`src/rtl/pcx_pkg.sv`:
```
package pcx_pkg;
  localparam int NGRP = 3;
  localparam int RW   = 8;
  typedef logic [RW-1:0] rbyte_t;
endpackage

```
`src/rtl/pcx_sync.sv`:
```
module pcx_sync #(
  parameter int N = 8
) (
  input  logic         clk,
  input  logic         rst_n,
  input  logic [N-1:0] din,
  output logic [N-1:0] chg
);
  logic [N-1:0] meta_q, sync_q, prev_q;

  always_ff @(posedge clk or negedge rst_n) begin
    if (!rst_n) begin
      meta_q <= '0;
      sync_q <= '0;
      prev_q <= '0;
    end else begin
      meta_q <= din;
      sync_q <= meta_q;
      prev_q <= sync_q;
    end
  end

  assign chg = sync_q ^ prev_q;
endmodule

```
`src/rtl/pcx_group.sv`:
```
module pcx_group
  import pcx_pkg::*;
#(
  parameter int W = 8
) (
  input  logic         clk,
  input  logic         rst_n,
  input  logic [W-1:0] chg,
  input  logic         grp_en,
  input  logic         mask_we,
  input  rbyte_t       wdata,
  input  logic         clr_w1,
  input  logic         ack,
  output rbyte_t       mask_q,
  output logic         flag
);
  logic [W-1:0] mask_r;
  logic         set, clr;

  assign set = grp_en & (|(chg & mask_r));
  assign clr = ack | clr_w1;

  always_ff @(posedge clk or negedge rst_n) begin
    if (!rst_n) begin
      mask_r <= '0;
      flag   <= 1'b0;
    end else begin
      if (mask_we) mask_r <= wdata[W-1:0];
      flag <= (flag & ~clr) | set;
    end
  end

  always_comb begin
    mask_q = '0;
    mask_q[W-1:0] = mask_r;
  end

  // a set flag holds while no clear is present
  p_sticky_r4: assert property (@(posedge clk) disable iff (!rst_n)
    (flag && !clr) |=> flag);
  // a qualifying change wins over any clear
  p_set_wins_r7: assert property (@(posedge clk) disable iff (!rst_n)
    set |=> flag);
  // acknowledge without a new change empties the flag
  p_ack_clears_r5: assert property (@(posedge clk) disable iff (!rst_n)
    (ack && !set) |=> !flag);
  // without a qualified change the flag cannot rise
  p_no_spurious_r3: assert property (@(posedge clk) disable iff (!rst_n)
    (!flag && !set) |=> !flag);
endmodule

```
`src/rtl/pcx_ctrl.sv`:
```
module pcx_ctrl
  import pcx_pkg::*;
#(
  parameter int         W0   = 8,
  parameter int         W1   = 7,
  parameter int         W2   = 8,
  parameter logic [7:0] A_M0 = 8'h6B,
  parameter logic [7:0] A_EN = 8'h68,
  parameter logic [7:0] A_FL = 8'h69,
  localparam int        NPIN = W0 + W1 + W2
) (
  input  logic            clk,
  input  logic            rst_n,
  input  logic [NPIN-1:0] pins_i,
  input  logic            glob_ie_i,
  input  logic [2:0]      ack_i,
  input  logic            reg_wr_i,
  input  logic [7:0]      reg_addr_i,
  input  logic [7:0]      reg_wdata_i,
  output logic [7:0]      reg_rdata_o,
  output logic [2:0]      irq_o
);
  logic [NPIN-1:0] chg;
  logic [NGRP-1:0] en_q, flag;
  rbyte_t          mask_q [NGRP];
  logic            fl_we;

  pcx_sync #(.N(NPIN)) u_sync (
    .clk(clk), .rst_n(rst_n), .din(pins_i), .chg(chg)
  );

  assign fl_we = reg_wr_i && (reg_addr_i == A_FL);

  for (genvar g = 0; g < NGRP; g++) begin : g_grp
    localparam int W   = (g == 0) ? W0 : (g == 1) ? W1 : W2;
    localparam int OFF = (g == 0) ? 0  : (g == 1) ? W0 : W0 + W1;
    localparam logic [7:0] AM = A_M0 + 8'(g);
    pcx_group #(.W(W)) u_grp (
      .clk    (clk),
      .rst_n  (rst_n),
      .chg    (chg[OFF +: W]),
      .grp_en (en_q[g]),
      .mask_we(reg_wr_i && (reg_addr_i == AM)),
      .wdata  (reg_wdata_i),
      .clr_w1 (fl_we && reg_wdata_i[g]),
      .ack    (ack_i[g]),
      .mask_q (mask_q[g]),
      .flag   (flag[g])
    );
  end

  always_ff @(posedge clk or negedge rst_n) begin
    if (!rst_n)                              en_q <= '0;
    else if (reg_wr_i && reg_addr_i == A_EN) en_q <= reg_wdata_i[NGRP-1:0];
  end

  assign irq_o = flag & en_q & {NGRP{glob_ie_i}};

  always_comb begin
    reg_rdata_o = '0;
    if (reg_addr_i == A_EN)            reg_rdata_o[NGRP-1:0] = en_q;
    else if (reg_addr_i == A_FL)       reg_rdata_o[NGRP-1:0] = flag;
    else if (reg_addr_i == A_M0)       reg_rdata_o = mask_q[0];
    else if (reg_addr_i == A_M0 + 8'd1) reg_rdata_o = mask_q[1];
    else if (reg_addr_i == A_M0 + 8'd2) reg_rdata_o = mask_q[2];
  end

  // a write to the enable register shows at the next edge
  p_en_write_r10: assert property (@(posedge clk) disable iff (!rst_n)
    (reg_wr_i && reg_addr_i == A_EN) |=> (en_q == $past(reg_wdata_i[NGRP-1:0])));
  // a write of zeros to the flag register cannot clear a flag
  p_w0_keeps_r6: assert property (@(posedge clk) disable iff (!rst_n)
    (fl_we && reg_wdata_i == 8'h00 && ack_i == 3'b000) |=> (($past(flag) & ~flag) == 3'b000));
endmodule

```
`config.mk`:
```
export PLATFORM = sky130hd
export DESIGN_NAME = pcx_ctrl
export DESIGN_NICKNAME = d
export VERILOG_FILES = /design/src/rtl/pcx_pkg.sv /design/src/rtl/pcx_sync.sv /design/src/rtl/pcx_group.sv /design/src/rtl/pcx_ctrl.sv
export SDC_FILE = /design/constraint.sdc
export NUM_CORES = 1
export LEC_CHECK = 0
export BUFFER_PORTS_ARGS = -buffer_cell sky130_fd_sc_hd__buf_2
export CORE_ASPECT_RATIO = 0.5
export CORE_UTILIZATION = 35
export CTS_CLUSTER_DIAMETER = 30
export DETAILED_ROUTE_END_ITERATION = 12
export GPL_ROUTABILITY_DRIVEN = 0
export RECOVER_POWER = 100
export SLEW_MARGIN = 15
export SYNTH_ARGS = -nofsm -noshare
export SYNTH_HDL_FRONTEND = slang
export SYNTH_HIERARCHICAL = 1
export SYNTH_SLANG_ARGS = --single-unit
export TNS_END_PERCENT = 20
```
`constraint.sdc`:
```
create_clock -name clk -period 3.1 [get_ports clk]
set_clock_uncertainty 0.15 [all_clocks]
set_input_delay 0.62 -clock clk [delete_from_list [all_inputs] [get_ports clk]]
set_output_delay 0.62 -clock clk [all_outputs]
set_load 0.01 [all_outputs]
```
## Word-level counts from Yosys, hierarchy flattened

Cells that the tools add are included.

| storage, ports and cells | value |
|---|---|
| register bits after elaboration | 98 |
| input bits | 46 |
| output and inout port bits | 11 |
| word-level logic and storage cells | 54 |

| cells by class | value |
|---|---|
| equality and inequality tests | 5 |
| multiplexer cells | 7 |
| bitwise operators | 21 |
| reductions and logical operators | 11 |

Operator list:

| kind | number |
|---|---|
| == test 8 x 7 -> 1 bit, second input constant | 5 |
| two-way mux 8 bit | 3 |
| bitwise XOR 23 bit | 1 |
| bitwise AND 8 bit | 2 |
| OR reduction 8 bit | 2 |
| two-way mux 5 bit | 2 |
| logical AND 1 bit | 8 |
| bitwise AND 7 bit | 1 |
| OR reduction 7 bit | 1 |
| bitwise AND 1 bit | 6 |
| bitwise AND 3 bit | 2 |
| two-way mux 3 bit | 2 |
| bitwise OR 1 bit | 6 |
| NOT 1 bit | 3 |

## Longest topological paths before layout

Gate-level depths: netlist (run 1).

| depth | value |
|---|---|
| depth after elaboration | 7 |
| gate-level depth with buffers | 6 |

## Hierarchy

Netlist (run 1), hierarchy kept.

Modules (own cells, without submodules):

| module | times used | cells each | area each (sq um) | seq. area each (sq um) |
|---|---|---|---|---|
| pcx_sync | 1 | 92 | 1928.1 | 1726.7 |
| pcx_group (g_grp[0].u_grp ...) | 2 | 25 | 374.1 | 225.2 |
| pcx_ctrl | 1 | 63 | 540.5 | 75.1 |
| pcx_group (g_grp[1].u_grp) | 1 | 24 | 340.3 | 200.2 |

## Worst setup path before layout (run 1)

Ideal clock, no wire load.

| timing path | value |
|---|---|
| kind | in2out |
| start | in reg_addr_i[1] |
| end | out reg_rdata_o[0] |
| arrival time | 1606 ps |
| required time | 2330 ps |
| path slack | 724 ps |
| stages | 5 |
| path buffers | 2 |
| cells stage by stage | clkbuf_1 -> and3b_1 -> clkbuf_1 -> a22oi_1 -> a21oi_1 |

| on the way | value |
|---|---|
| cells in the longest elaborated chain, start to end | 6 |
| elaborated cells between the ends (all ways) | 10 |
| those cells by class | eq/ne: 5; mux: 5 |

Ends and longest elaborated chain:

| element | line | source |
|---|---|---|
| from (decl) | pcx_ctrl.sv:18 | `input logic [7:0] reg_addr_i,` |
| == test 8 x 7 -> 1 bit | pcx_ctrl.sv:65 | `else if (reg_addr_i == A_M0 + 8'd2) reg_rdata_o = mask_q[2];` |
| two-way mux 8 bit | pcx_ctrl.sv:65 |  |
| two-way mux 8 bit | pcx_ctrl.sv:64 | `else if (reg_addr_i == A_M0 + 8'd1) reg_rdata_o = mask_q[1];` |
| two-way mux 8 bit | pcx_ctrl.sv:63 | `else if (reg_addr_i == A_M0) reg_rdata_o = mask_q[0];` |
| two-way mux 3 bit | pcx_ctrl.sv:62 | `else if (reg_addr_i == A_FL) reg_rdata_o[NGRP-1:0] = flag;` |
| two-way mux 3 bit (*) | pcx_ctrl.sv:61 | `if (reg_addr_i == A_EN) reg_rdata_o[NGRP-1:0] = en_q;` |
| to (decl) | pcx_ctrl.sv:20 | `output logic [7:0] reg_rdata_o,` |

Mark *: on every way between the ends. The rest lies on a longest branch, timed or not.

## Final worst setup path (run 1)

| timing path | value |
|---|---|
| start | in reg_addr_i[0] |
| end | out reg_rdata_o[1] |

Same word-level chain as after synthesis.

==> reports/metrics.json, run 1 <==
{
  "run_status": "finished, final reports clean",
  "io_buffer_count": 56,
  "clk_pin_slew_worst_paths_ns": 0.06,
  "dieArea_sq_um": 10600,
  "num-nets-final": 337,
  "period_needed_ns": 2.62,
  "num_vias": 1987,
  "post_cts_resize_count": 0,
  "mostFrequentLayoutCell": "dfrtp_1",
  "worstSetupEndpointType": "output pin",
  "global_route.overflow_total": 0,
  "fp.dieH_microns": 73.3,
  "maxSlewViolCount": 0,
  "ios": 57,
  "netlist-cell-type-count": 39,
  "highest-signal-layer": "met4",
  "row_count": 25,
  "instances_no_fill": 431,
  "netlist_area_sq_um": 3560,
  "grt_pass1_wl_mm": 11.0,
  "detailed_router_iteration_count_before_antenna_repair": 4,
  "xor_xnor_share_of_the_synthesized_area_pct": 5.66,
  "timing.final.crit_share_pct": 84.5,
  "die_width_microns": 145,
  "cts_made_buffers": 9,
  "tritoncts": "yes",
  "grt_antenna_before_repair": 0,
  "cp.required_ns": 2.33,
  "place.detailed.instances": 415,
  "timing.slew.headroom_pct": 15.9,
  "drt-vias-per-instance": 4.61,
  "routed_wirelength_mm": 6.60,
  "p_leak_nw": 1.96,
  "layout.cells.most_common_list": "98 x dfrtp_1, 44 x buf_2, 30 x mux2_2",
  "floorplan.initialDensity_pct": 36.8,
  "hpwl_mm": 4.96,
  "htree_levels": 3,
  "synth.avg_cell_area_sq_um": 15.5,
  "critical_path_class": "primary input to output pin",
  "post_synth_fa_ha_maj_area_fraction_pct": 0,
  "timing.hold.worst.class": "flop to flop",
  "area_leader_netlist": "dfrtp_1",
  "yosysWarningCount": 6,
  "post_synth_mux_area_share_pct": 11.0,
  "netlist_instances": 229,
  "core_outline_area_sq_um": 9670,
  "wire_per_inst_microns": 15.3,
  "cap_viol_max_count": 0,
  "cts.repair_timing.setup_buffer_count": 0,
  "cts.sink_count": 98,
  "synthDominantCellAreaShare_pct": 68.9,
  "remaining_drc_errors": 0,
  "synth_compound_gate_area_share_pct": 5.91,
  "peakVddDrop_mv": 0.274,
  "grt_setup_unrepaired": "no",
  "syn_nets": 275,
  "worst-path-max-fanout": 16,
  "track_usage_pct": 14.4,
  "synthSimpleGateAreaFrac_pct": 6.82,
  "detail_route.iter0.violations": 107,
  "post_route_cells_drive_above_1_share_pct": 31.8,
  "post_synth_main_area_contributors": "dfrtp_1 69%, mux2_2 9.5%, xor2_1 5.7%",
  "cts_root_buf": "clkbuf_16",
  "cts_hold_fix_bufs": 0,
  "maximum_number_of_buffers_from_clock_root_to_sink": 2,
  "synth_seq_area_share_pct": 68.9,
  "setup_viol": 0,
  "tns_ns": 0,
  "largest_net_degree_at_the_start_of_global_routing": 55,
  "clock_latency_ns": 0.34,
  "m1WireLength_mm": 3.12,
  "detailroute.wirelength.met3_microns": 346,
  "fmaxAchievable_mhz": 382,
  "tightestPinTransition_ns": 1.26,
  "hold_viol_final": 0,
  "synth_top_family_by_area": "multiplexers",
  "met2WireLength_mm": 3.02,
  "area_growth_syn_to_layout_pct": 18.4,
  "ys_seq_elements": 98,
  "antenna_violating_nets_post_route": 0,
  "vias_in_the_first_global_route": 2100,
  "element_type_at_the_critical_path_start": "primary input",
  "pwr_density_cell_nw_per_um2": 593,
  "antennaDiodeCount": 0,
  "cp.arrival_ns": 1.85
}
-- critical path: stages --
cell      delay (ns)
buf_2           0.27
and3b_1         0.41
a22oi_1         0.14
a21oi_1         0.22
clkbuf_1        0.18
-- kinds of logic (layout without fill, tap and decap cells) --
kind of cell              count (synthesis)  count (layout)
DFF                                      98              98
and+or+nand+nor                          36              36
muxes                                    34              34
AOI/OAI and AO/OA                        27              27
xor gates and xnor gates                 23              23
buffers and inverters                    10              77
other                                     1               1
-- synthesized netlist by cell type --
| cell | count |
|---|---|
| nand4_1 | 2 |
| a222oi_1 | 1 |
| a21oi_1 | 4 |
| xor2_1 | 23 |
| nand3b_1 | 1 |
| nand2b_1 | 1 |
| a22oi_1 | 13 |
| nor2b_1 | 3 |
| inv_1 | 2 |
| o211ai_1 | 1 |
| nor4bb_1 | 2 |
| nor3b_1 | 2 |
| dfrtp_1 | 98 |
| buf_6 | 1 |
| or2b_1 | 1 |
| or4b_4 | 1 |
| nor3_2 | 1 |
| nor2_1 | 6 |
| buf_4 | 1 |
| nand3_1 | 2 |
| mux2_4 | 3 |
| conb_1 | 1 |
| mux2_2 | 30 |
| a21o_1 | 1 |
| nand4bb_1 | 1 |
| a22o_1 | 2 |
| buf_2 | 4 |
| mux2i_1 | 1 |
| nor3_1 | 1 |
| a32o_1 | 2 |
| and3b_1 | 1 |
| a22oi_2 | 2 |
| or2_2 | 1 |
| and3_1 | 4 |
| nor4_1 | 1 |
| and2_1 | 3 |
| o21ai_0 | 1 |
| clkbuf_1 | 2 |
| and4_1 | 2 |
-- report_power, final --
part           internal [mW]  switching, mW
Combinational         0.0642         0.0750
Clock                  0.562          0.419
Sequential              1.34         0.0366
-- final timing paths --
path / from / endpoint / slack [ns] / depth (start not counted)
worst max-delay path: reg_addr_i[0] / reg_rdata_o[1] / 0.48 / 5
worst min-delay path: u_sync/meta_q[2]$_DFF_PN0_ / u_sync/sync_q[2]$_DFF_PN0_ / 0.20 / 0
worst max register to register: u_sync/prev_q[9]$_DFF_PN0_ / g_grp[1].u_grp/flag$_DFF_PN0_ / 1.57 / 4
worst min register to register: u_sync/meta_q[2]$_DFF_PN0_ / u_sync/sync_q[2]$_DFF_PN0_ / 0.20 / 0
max in group asynchronous: rst_n / u_sync/sync_q[1]$_DFF_PN0_ / 1.01 / 2
min in group asynchronous: rst_n / u_sync/meta_q[9]$_DFF_PN0_ / 0.41 / 1
-- through the flow --
stage	area (sq um)	utilization (%)	hold WS (ns)	total power [mW]	setup WS, ns
global route	4210	43.6	0.205	2.61	0.414
detailed placement	4000	41.4	0.185	1.55	0.516
CTS	4260	44.1	0.186	2.55	0.518
finish	4210	43.6	0.197	2.50	0.480
global placement	4000	41.4	0.182	1.54	0.567
floorplan	3560	-	0.174	1.46	0.724
-- layer usage --
| layer | track usage, % | up-vias |
|---|---|---|
| met1 | 19.8 | 1008 |
| li1 | - | 930 |
| met2 | 20.6 | 38 |
| met3 | 4.95 | 11 |
| met4 | 6.55 | 0 |
| met5 | 0 | - |
-- area by class of cell --
cell class                      count  area, sq um
Multi-Input combinational cell    121         1040
Inverter                            2         7.51
Timing Repair Buffer               59          279
Clock inverter                      3         15.0
Fill cell                         890         5450
Clock buffer                       13          250
Tap cell                          135          169
Sequential cell                    98         2450
-- state kept, by name (all words and copies together) (netlist names) --
signal              flops
g_grp.u_grp/flag        3
g_grp.u_grp/mask_q     16
u_sync/meta_q          23
u_sync/prev_q          23
u_sync/sync_q          23
en_q                    3
g_grp.u_grp/mask_r      7
Power figures use the tool's default switching activity.
==> run 2, diff against run 1 <==
clock period = 2.2 ns   (was 3.1 ns; I/O delays follow)
==> reports/metrics.json, run 2 (same netlist as run 1, synthesis figures left out) <==
{
  "htree_levels": {"value": 3, "change": "unchanged"},
  "regToRegEndpoint": "g_grp[1].u_grp/flag$_DFF_PN0_",
  "core_outline_area": {"value": 9670, "unit": "sq um", "change": "unchanged"},
  "cts_root_buf": "clkbuf_16",
  "period_needed_ns": 2.11,
  "io_buffer_count": {"value": 56, "change": "unchanged"},
  "reg.largest.list": "u_sync/meta_q: 23 flops, u_sync/prev_q: 23 flops, u_sync/sync_q: 23 flops",
  "cp_bufs_invs": {"value": 2, "change": "unchanged"},
  "num_vias": {"value": 2011, "change": "+1.2%"},
  "tns": {"value": 0, "unit": "ns", "change": "unchanged"},
  "critical_path_class": "primary input to output pin",
  "cts.repair_timing.setup_buffer_count": {"value": 0, "change": "unchanged"},
  "critical-path-top-delay-family": "simple AND/OR/NAND/NOR gates",
  "pwr_density_cell": {"value": 827, "unit": "nW/um^2", "change": "+39%"},
  "grt_pass1_wl": {"value": 10.7, "unit": "mm", "change": "-2.3%"},
  "post_route_cells_drive_above_1_share": {"value": 35.5, "unit": "%", "change": "+3.8 points"},
  "timing.hold.worst.class": "primary input to flop",
  "ios": {"value": 57, "change": "unchanged"},
  "antennaDiodeCount": {"value": 0, "change": "unchanged"},
  "dieArea": {"value": 10600, "unit": "sq um", "change": "unchanged"},
  "mostFrequentLayoutCell": "dfrtp_1",
  "worst-path-max-fanout": {"value": 5, "change": "-11"},
  "largest_net_degree_at_the_start_of_global_routing": {"value": 39, "change": "-29%"},
  "cap_viol_max_count": {"value": 0, "change": "unchanged"},
  "timing.final.crit_share_pct": 96.0,
  "timing.hold.worst_endpoint": "u_sync/meta_q[17]$_DFF_PN0_",
  "path_cells": "buf_2 -> nand3b_1 -> nor2_1 -> and4_1 -> clkbuf_2",
  "worst_r2r_startpoint": "u_sync/sync_q[9]$_DFF_PN0_",
  "ff2ff_path_depth": {"value": 4, "change": "unchanged"},
  "remaining_drc_errors": {"value": 0, "change": "unchanged"},
  "antenna_violating_nets_post_route": {"value": 0, "change": "unchanged"},
  "track_usage": {"value": 14.3, "unit": "%", "change": "-0.11 points"},
  "num-nets-final": {"value": 342, "change": "+1.5%"},
  "fp.dieH": {"value": 73.3, "unit": "microns", "change": "unchanged"},
  "detail_route.iter0.violations": {"value": 99, "change": "-7.5%"},
  "run_status": "finished, final reports clean",
  "setup_viol": {"value": 0, "change": "unchanged"},
  "area.sequential": {"value": 2450, "unit": "sq um", "change": "unchanged"},
  "layout.cells.most_common_list": "98 x dfrtp_1, 47 x buf_2, 30 x mux2_2",
  "drt-vias-per-instance": {"value": 4.61, "change": "about the same"},
  "floorplan.initialDensity": {"value": 36.8, "unit": "%", "change": "unchanged"},
  "tightestPinTransition": {"value": 0.904, "unit": "ns", "change": "-0.358 ns"},
  "final.setup.worst_slack": {"value": 0.0883, "unit": "ns", "change": "-0.391 ns"},
  "detailed_router_iteration_count_before_antenna_repair": {"value": 4, "change": "unchanged"},
  "routed_wirelength": {"value": 6.58, "unit": "mm", "change": "-0.27%"},
  "post-place-ws": {"value": -0.0152, "unit": "ns", "change": "-0.532 ns"},
  "crit_path_max_incr_delay": {"value": 0.32, "unit": "ns", "change": "-0.09 ns"},
  "fmaxAchievable_mhz": 474,
  "die_width": {"value": 145, "unit": "microns", "change": "unchanged"},
  "tritoncts": "yes",
  "clk_pin_slew_worst_paths": {"value": 0.06, "unit": "ns", "change": "about the same"},
  "holdCritStartpoint": "pins_i[17]",
  "worstSetupEndpointType": "output pin",
  "cp.required": {"value": 1.61, "unit": "ns", "change": "-0.72 ns"},
  "r2r_setup_slack": {"value": 0.65, "unit": "ns", "change": "-0.92 ns"},
  "hpwl": {"value": 5.00, "unit": "mm", "change": "+0.69%"},
  "hold-path-cell-count": {"value": 1, "change": "+1"},
  "maxSlewViolCount": {"value": 0, "change": "unchanged"},
  "hold_viol_final": {"value": 0, "change": "unchanged"},
  "area_growth_syn_to_layout_pct": 20.5,
  "cts_made_buffers": {"value": 9, "change": "unchanged"},
  "cts.sink_count": {"value": 98, "change": "unchanged"},
  "element_type_at_the_critical_path_start": "primary input",
  "vias_in_the_first_global_route": {"value": 2046, "change": "-2.6%"},
  "fillerInstances": {"value": 872, "change": "-2.0%"},
  "row_count": {"value": 25, "change": "unchanged"},
  "multiInputGateArea": {"value": 1050, "unit": "sq um", "change": "+1.6%"},
  "crit_slowest_cell": "nor2_1",
  "timing.slew.headroom": {"value": 39.7, "unit": "%", "change": "+24 points"},
  "clock_latency": {"value": 0.34, "unit": "ns", "change": "about the same"},
  "wire_per_inst": {"value": 15.1, "unit": "microns", "change": "-1.4%"},
  "p_leak": {"value": 2.01, "unit": "nW", "change": "+2.5%"},
  "maximum_number_of_buffers_from_clock_root_to_sink": {"value": 2, "change": "unchanged"},
  "cp.arrival": {"value": 1.52, "unit": "ns", "change": "-0.33 ns"},
  "grt_antenna_before_repair": {"value": 0, "change": "unchanged"},
  "global_route.overflow_total": {"value": 0, "change": "unchanged"},
  "peakVddDrop": {"value": 0.397, "unit": "mV", "change": "+45%"}
}
run 2: changes by cell type in the layout (fill, tap and decap cells not counted), sizes merged:
cell	delta
clkinvlp	+1
clkinv	-2
buf	+6
clkbuf	-1
dlygate4sd3	+1
run 2: power breakdown:
part	internal, mW	switching, mW
Sequential	1.89	0.0520
Combinational	0.0979	0.107
Clock	0.796	0.601
Total	2.79	0.760
run 2: worst max path at each step:
stage / start / to / slack (ns) / cells past startpoint
after floorplan: reg_addr_i[1] / g_grp[0].u_grp/mask_q[0]$_DFFE_PN0P_ / 0.18 / 6
after global placement: reg_addr_i[0] / g_grp[0].u_grp/mask_q[4]$_DFFE_PN0P_ / 0.06 / 4
after detailed placement: reg_addr_i[0] / g_grp[0].u_grp/mask_q[5]$_DFFE_PN0P_ / -0.02 / 4
after CTS: reg_addr_i[0] / reg_rdata_o[0] / 0.04 / 5
after global routing: reg_addr_i[0] / reg_rdata_o[1] / -0.005 / 5
final: reg_addr_i[4] / reg_rdata_o[2] / 0.09 / 5
run 2: routing by layer:
| metal | part of all wire (%) | GRT usage [%] |
|---|---|---|
| met1 | 47 | 19.3 |
| met2 | 45 | 20.7 |
| met3 | 6.0 | 4.95 |
| met4 | 1.9 | 6.67 |
| met5 | 0 | 0 |
run 2: worst register-to-register path: stages (launching register included):
cell      delay [ns]
dfrtp_1         0.39
xor2_1          0.15
a222oi_1        0.32
nand3_1         0.22
a21o_1          0.23
run 2: repair_timing:
action / CTS / global route
gates resized for setup: 0 / 2
hold endpoints to repair: 34 / 0
hold buffers: 1 / 0
setup endpoints to repair: 0 / 7
run 2: stage by stage:
step	instances	power [mW]	hold WS (ns)	util [%]	area [sq um]
floorplan	229	2.06	-0.00559	-	3560
global placement	419	2.18	0.183	41.7	4030
detailed placement	419	2.19	0.185	41.7	4030
CTS	436	3.60	0.0369	44.5	4300
global route	436	3.70	0.0334	44.3	4290
finish	436	3.55	0.0497	44.3	4290
run 2: layout make-up:
cell class,count,area share [%]
Inverter,2,0.175
Timing Repair Buffer,64,7.85
Clock buffer,14,5.93
Multi-Input combinational cell,121,24.6
Tap cell,135,3.94
Sequential cell,98,57.2
Clock inverter,2,0.292
==> run 3, diff against run 2 <==
CORE_UTILIZATION = 45   (was 35)
PLACE_DENSITY = 0.77   (was default)
==> reports/metrics.json, run 3 (same netlist as run 1, synthesis figures left out) <==
{
  "maximum_number_of_buffers_from_clock_root_to_sink": {"value": 2, "change": "unchanged"},
  "tns": {"value": 0, "unit": "ns", "change": "unchanged"},
  "vias_in_the_first_global_route": {"value": 2088, "change": "+2.1%"},
  "place.detailed.instances": {"value": 398, "change": "-5.0%"},
  "tritoncts": "yes",
  "timing.slew.headroom": {"value": 41.3, "unit": "%", "change": "+1.6 points"},
  "area.sequential": {"value": 2450, "unit": "sq um", "change": "unchanged"},
  "global_route.overflow_total": {"value": 0, "change": "unchanged"},
  "num-nets-final": {"value": 348, "change": "+1.8%"},
  "dieArea": {"value": 8290, "unit": "sq um", "change": "-22%"},
  "routed_wirelength": {"value": 6.52, "unit": "mm", "change": "-0.90%"},
  "fin_hold_ws": {"value": 0.0615, "unit": "ns", "change": "+0.0118 ns"},
  "p_leak": {"value": 2.07, "unit": "nW", "change": "+2.7%"},
  "row_count": {"value": 22, "change": "-12%"},
  "cts_root_buf": "clkbuf_16",
  "largest_net_degree_at_the_start_of_global_routing": {"value": 39, "change": "unchanged"},
  "element_type_at_the_critical_path_start": "primary input",
  "detail_route.iter0.violations": {"value": 132, "change": "+33%"},
  "floorplan.initialDensity": {"value": 47.5, "unit": "%", "change": "+11 points"},
  "period_needed": {"value": 2.11, "unit": "ns", "change": "+0.000291 ns"},
  "peakVddDrop": {"value": 0.437, "unit": "mV", "change": "+9.9%"},
  "track_usage": {"value": 17.7, "unit": "%", "change": "+3.4 points"},
  "num_vias": {"value": 2057, "change": "+2.3%"},
  "instances_no_fill": {"value": 414, "change": "-5.0%"},
  "antennaDiodeCount": {"value": 0, "change": "unchanged"},
  "cap_viol_max_count": {"value": 0, "change": "unchanged"},
  "antenna_violating_nets_post_route": {"value": 0, "change": "unchanged"},
  "ios": {"value": 57, "change": "unchanged"},
  "cts.repair_timing.setup_buffer_count": {"value": 0, "change": "unchanged"},
  "cts.sink_count": {"value": 98, "change": "unchanged"},
  "cp.required": {"value": 1.61, "unit": "ns", "change": "about the same"},
  "tightestPinTransition": {"value": 0.880, "unit": "ns", "change": "-0.0242 ns"},
  "hpwl": {"value": 4.84, "unit": "mm", "change": "-3.2%"},
  "fin_area": {"value": 4330, "unit": "sq um", "change": "+0.90%"},
  "htree_levels": {"value": 3, "change": "unchanged"},
  "run_status": "finished, final reports clean",
  "die_width": {"value": 128, "unit": "microns", "change": "-12%"},
  "drt-vias-per-instance": {"value": 4.97, "change": "+7.7%"},
  "area_growth_syn_to_layout_pct": 21.6,
  "timing.hold.worst.class": "primary input to flop",
  "maxSlewViolCount": {"value": 0, "change": "unchanged"},
  "pwr_density_cell": {"value": 858, "unit": "nW/um^2", "change": "+3.7%"},
  "fmaxAchievable": {"value": 473, "unit": "MHz", "change": "about the same"},
  "cts_made_buffers": {"value": 9, "change": "unchanged"},
  "crit_path_start": "reg_addr_i[4]",
  "critical_path_class": "primary input to output pin",
  "setup_viol": {"value": 0, "change": "unchanged"},
  "post_route_cells_drive_above_1_share": {"value": 37.6, "unit": "%", "change": "+2.0 points"},
  "layout.cells.most_common_list": "98 x dfrtp_1, 51 x buf_2, 30 x mux2_2",
  "grt_pass1_wl": {"value": 10.6, "unit": "mm", "change": "-0.90%"},
  "wire_per_inst": {"value": 15.8, "unit": "microns", "change": "+4.4%"},
  "clock_latency": {"value": 0.33, "unit": "ns", "change": "about the same"},
  "fp.dieH": {"value": 64.9, "unit": "microns", "change": "-11%"},
  "reg.largest.list": "u_sync/meta_q: 23 flops, u_sync/prev_q: 23 flops, u_sync/sync_q: 23 flops",
  "holdCritStartpoint": "pins_i[7]",
  "detailed_router_iteration_count_before_antenna_repair": {"value": 4, "change": "unchanged"},
  "mostFrequentLayoutCell": "dfrtp_1",
  "worst-path-max-fanout": {"value": 4, "change": "-1"},
  "worstSetupEndpointType": "output pin",
  "hold_viol_final": {"value": 0, "change": "unchanged"},
  "clk_pin_slew_worst_paths": {"value": 0.06, "unit": "ns", "change": "about the same"},
  "remaining_drc_errors": {"value": 0, "change": "unchanged"},
  "total_chip_power": {"value": 3.71, "unit": "mW", "change": "+4.6%"},
  "detailed_place.area": {"value": 4040, "unit": "sq um", "change": "+0.28%"},
  "grt_antenna_before_repair": {"value": 0, "change": "unchanged"},
  "worst_r2r_startpoint": "u_sync/sync_q[9]$_DFF_PN0_",
  "cp.arrival": {"value": 1.52, "unit": "ns", "change": "about the same"},
  "io_buffer_count": {"value": 56, "change": "unchanged"},
  "core_outline_area": {"value": 7490, "unit": "sq um", "change": "-23%"},
  "multiInputGateArea": {"value": 1060, "unit": "sq um", "change": "+0.12%"},
  "timing.final.crit_share": {"value": 96.0, "unit": "%", "change": "about the same"},
  "fillerInstances": {"value": 622, "change": "-29%"}
}
## run 3: changes by cell type in the layout (fill, tap and decap cells not counted), moves of 2 or more
cell      delta
buf_2        +4
buf_4        +5
clkbuf_1     -3
clkbuf_2     -4
clkbuf_4     +2
clkbuf_8     +2
## run 3: area by class of cell
type | instances | area share [%]
Clock inverter | 2 | 0.810
Timing Repair Buffer | 70 | 8.53
Inverter | 2 | 0.174
Multi-Input combinational cell | 121 | 24.4
Sequential cell | 98 | 56.7
Tap cell | 108 | 3.12
Clock buffer | 13 | 6.25
## run 3: layer usage
layer | vias to the layer above | GRT usage [%] | routed length, microns
li1 | 955 | - | -
met4 | 0 | 7.21 | 112
met2 | 57 | 27.0 | 3130
met1 | 1036 | 23.8 | 2920
met3 | 9 | 5.28 | 362
met5 | - | 0 | 0
## run 3: worst paths after layout
check | end | slack [ns] | cells after the start
worst min register to register | u_sync/sync_q[18]$_DFF_PN0_ | 0.20 | 0
worst max register to register | g_grp[1].u_grp/flag$_DFF_PN0_ | 0.67 | 4
min in group asynchronous | u_sync/meta_q[20]$_DFF_PN0_ | 0.62 | 2
worst min-delay path | u_sync/meta_q[7]$_DFF_PN0_ | 0.06 | 1
max in group asynchronous | g_grp[2].u_grp/mask_q[6]$_DFFE_PN0P_ | 0.32 | 3
worst max-delay path | reg_rdata_o[7] | 0.09 | 6
## run 3: where the power goes
| group | switching (mW) | total [mW] | leakage (nW) | internal [mW] |
|---|---|---|---|---|
| logic | 0.110 | 0.208 | 0.712 | 0.0988 |
| clock network | 0.591 | 1.56 | 0.152 | 0.965 |
| registers | 0.0531 | 1.94 | 1.20 | 1.89 |
| total | 0.753 | 3.71 | 2.07 | 2.96 |
## run 3: stage by stage
step	worst slack, ns	util [%]
3_5_place_dp	0.000157	53.9
4_1_cts	0.0179	58.2
3_3_place_gp	0.0606	53.9
2_1_floorplan	0.180	-
5_1_grt	-0.0151	57.8
6_report	0.0880	57.8
## run 3: timing repair
action | in CTS | in global routing
endpoints found under the setup margin | 0 | 2
endpoints found under the hold margin | 34 | 0
hold buffers | 1 | 0
resized for setup | 0 | 3
## run 3: critical path, cell delays in order
cell and delay, ns:
buf_2 0.09, nand3b_1 0.24, nor4_2 0.31, buf_4 0.17
a32o_1 0.13, buf_2 0.14
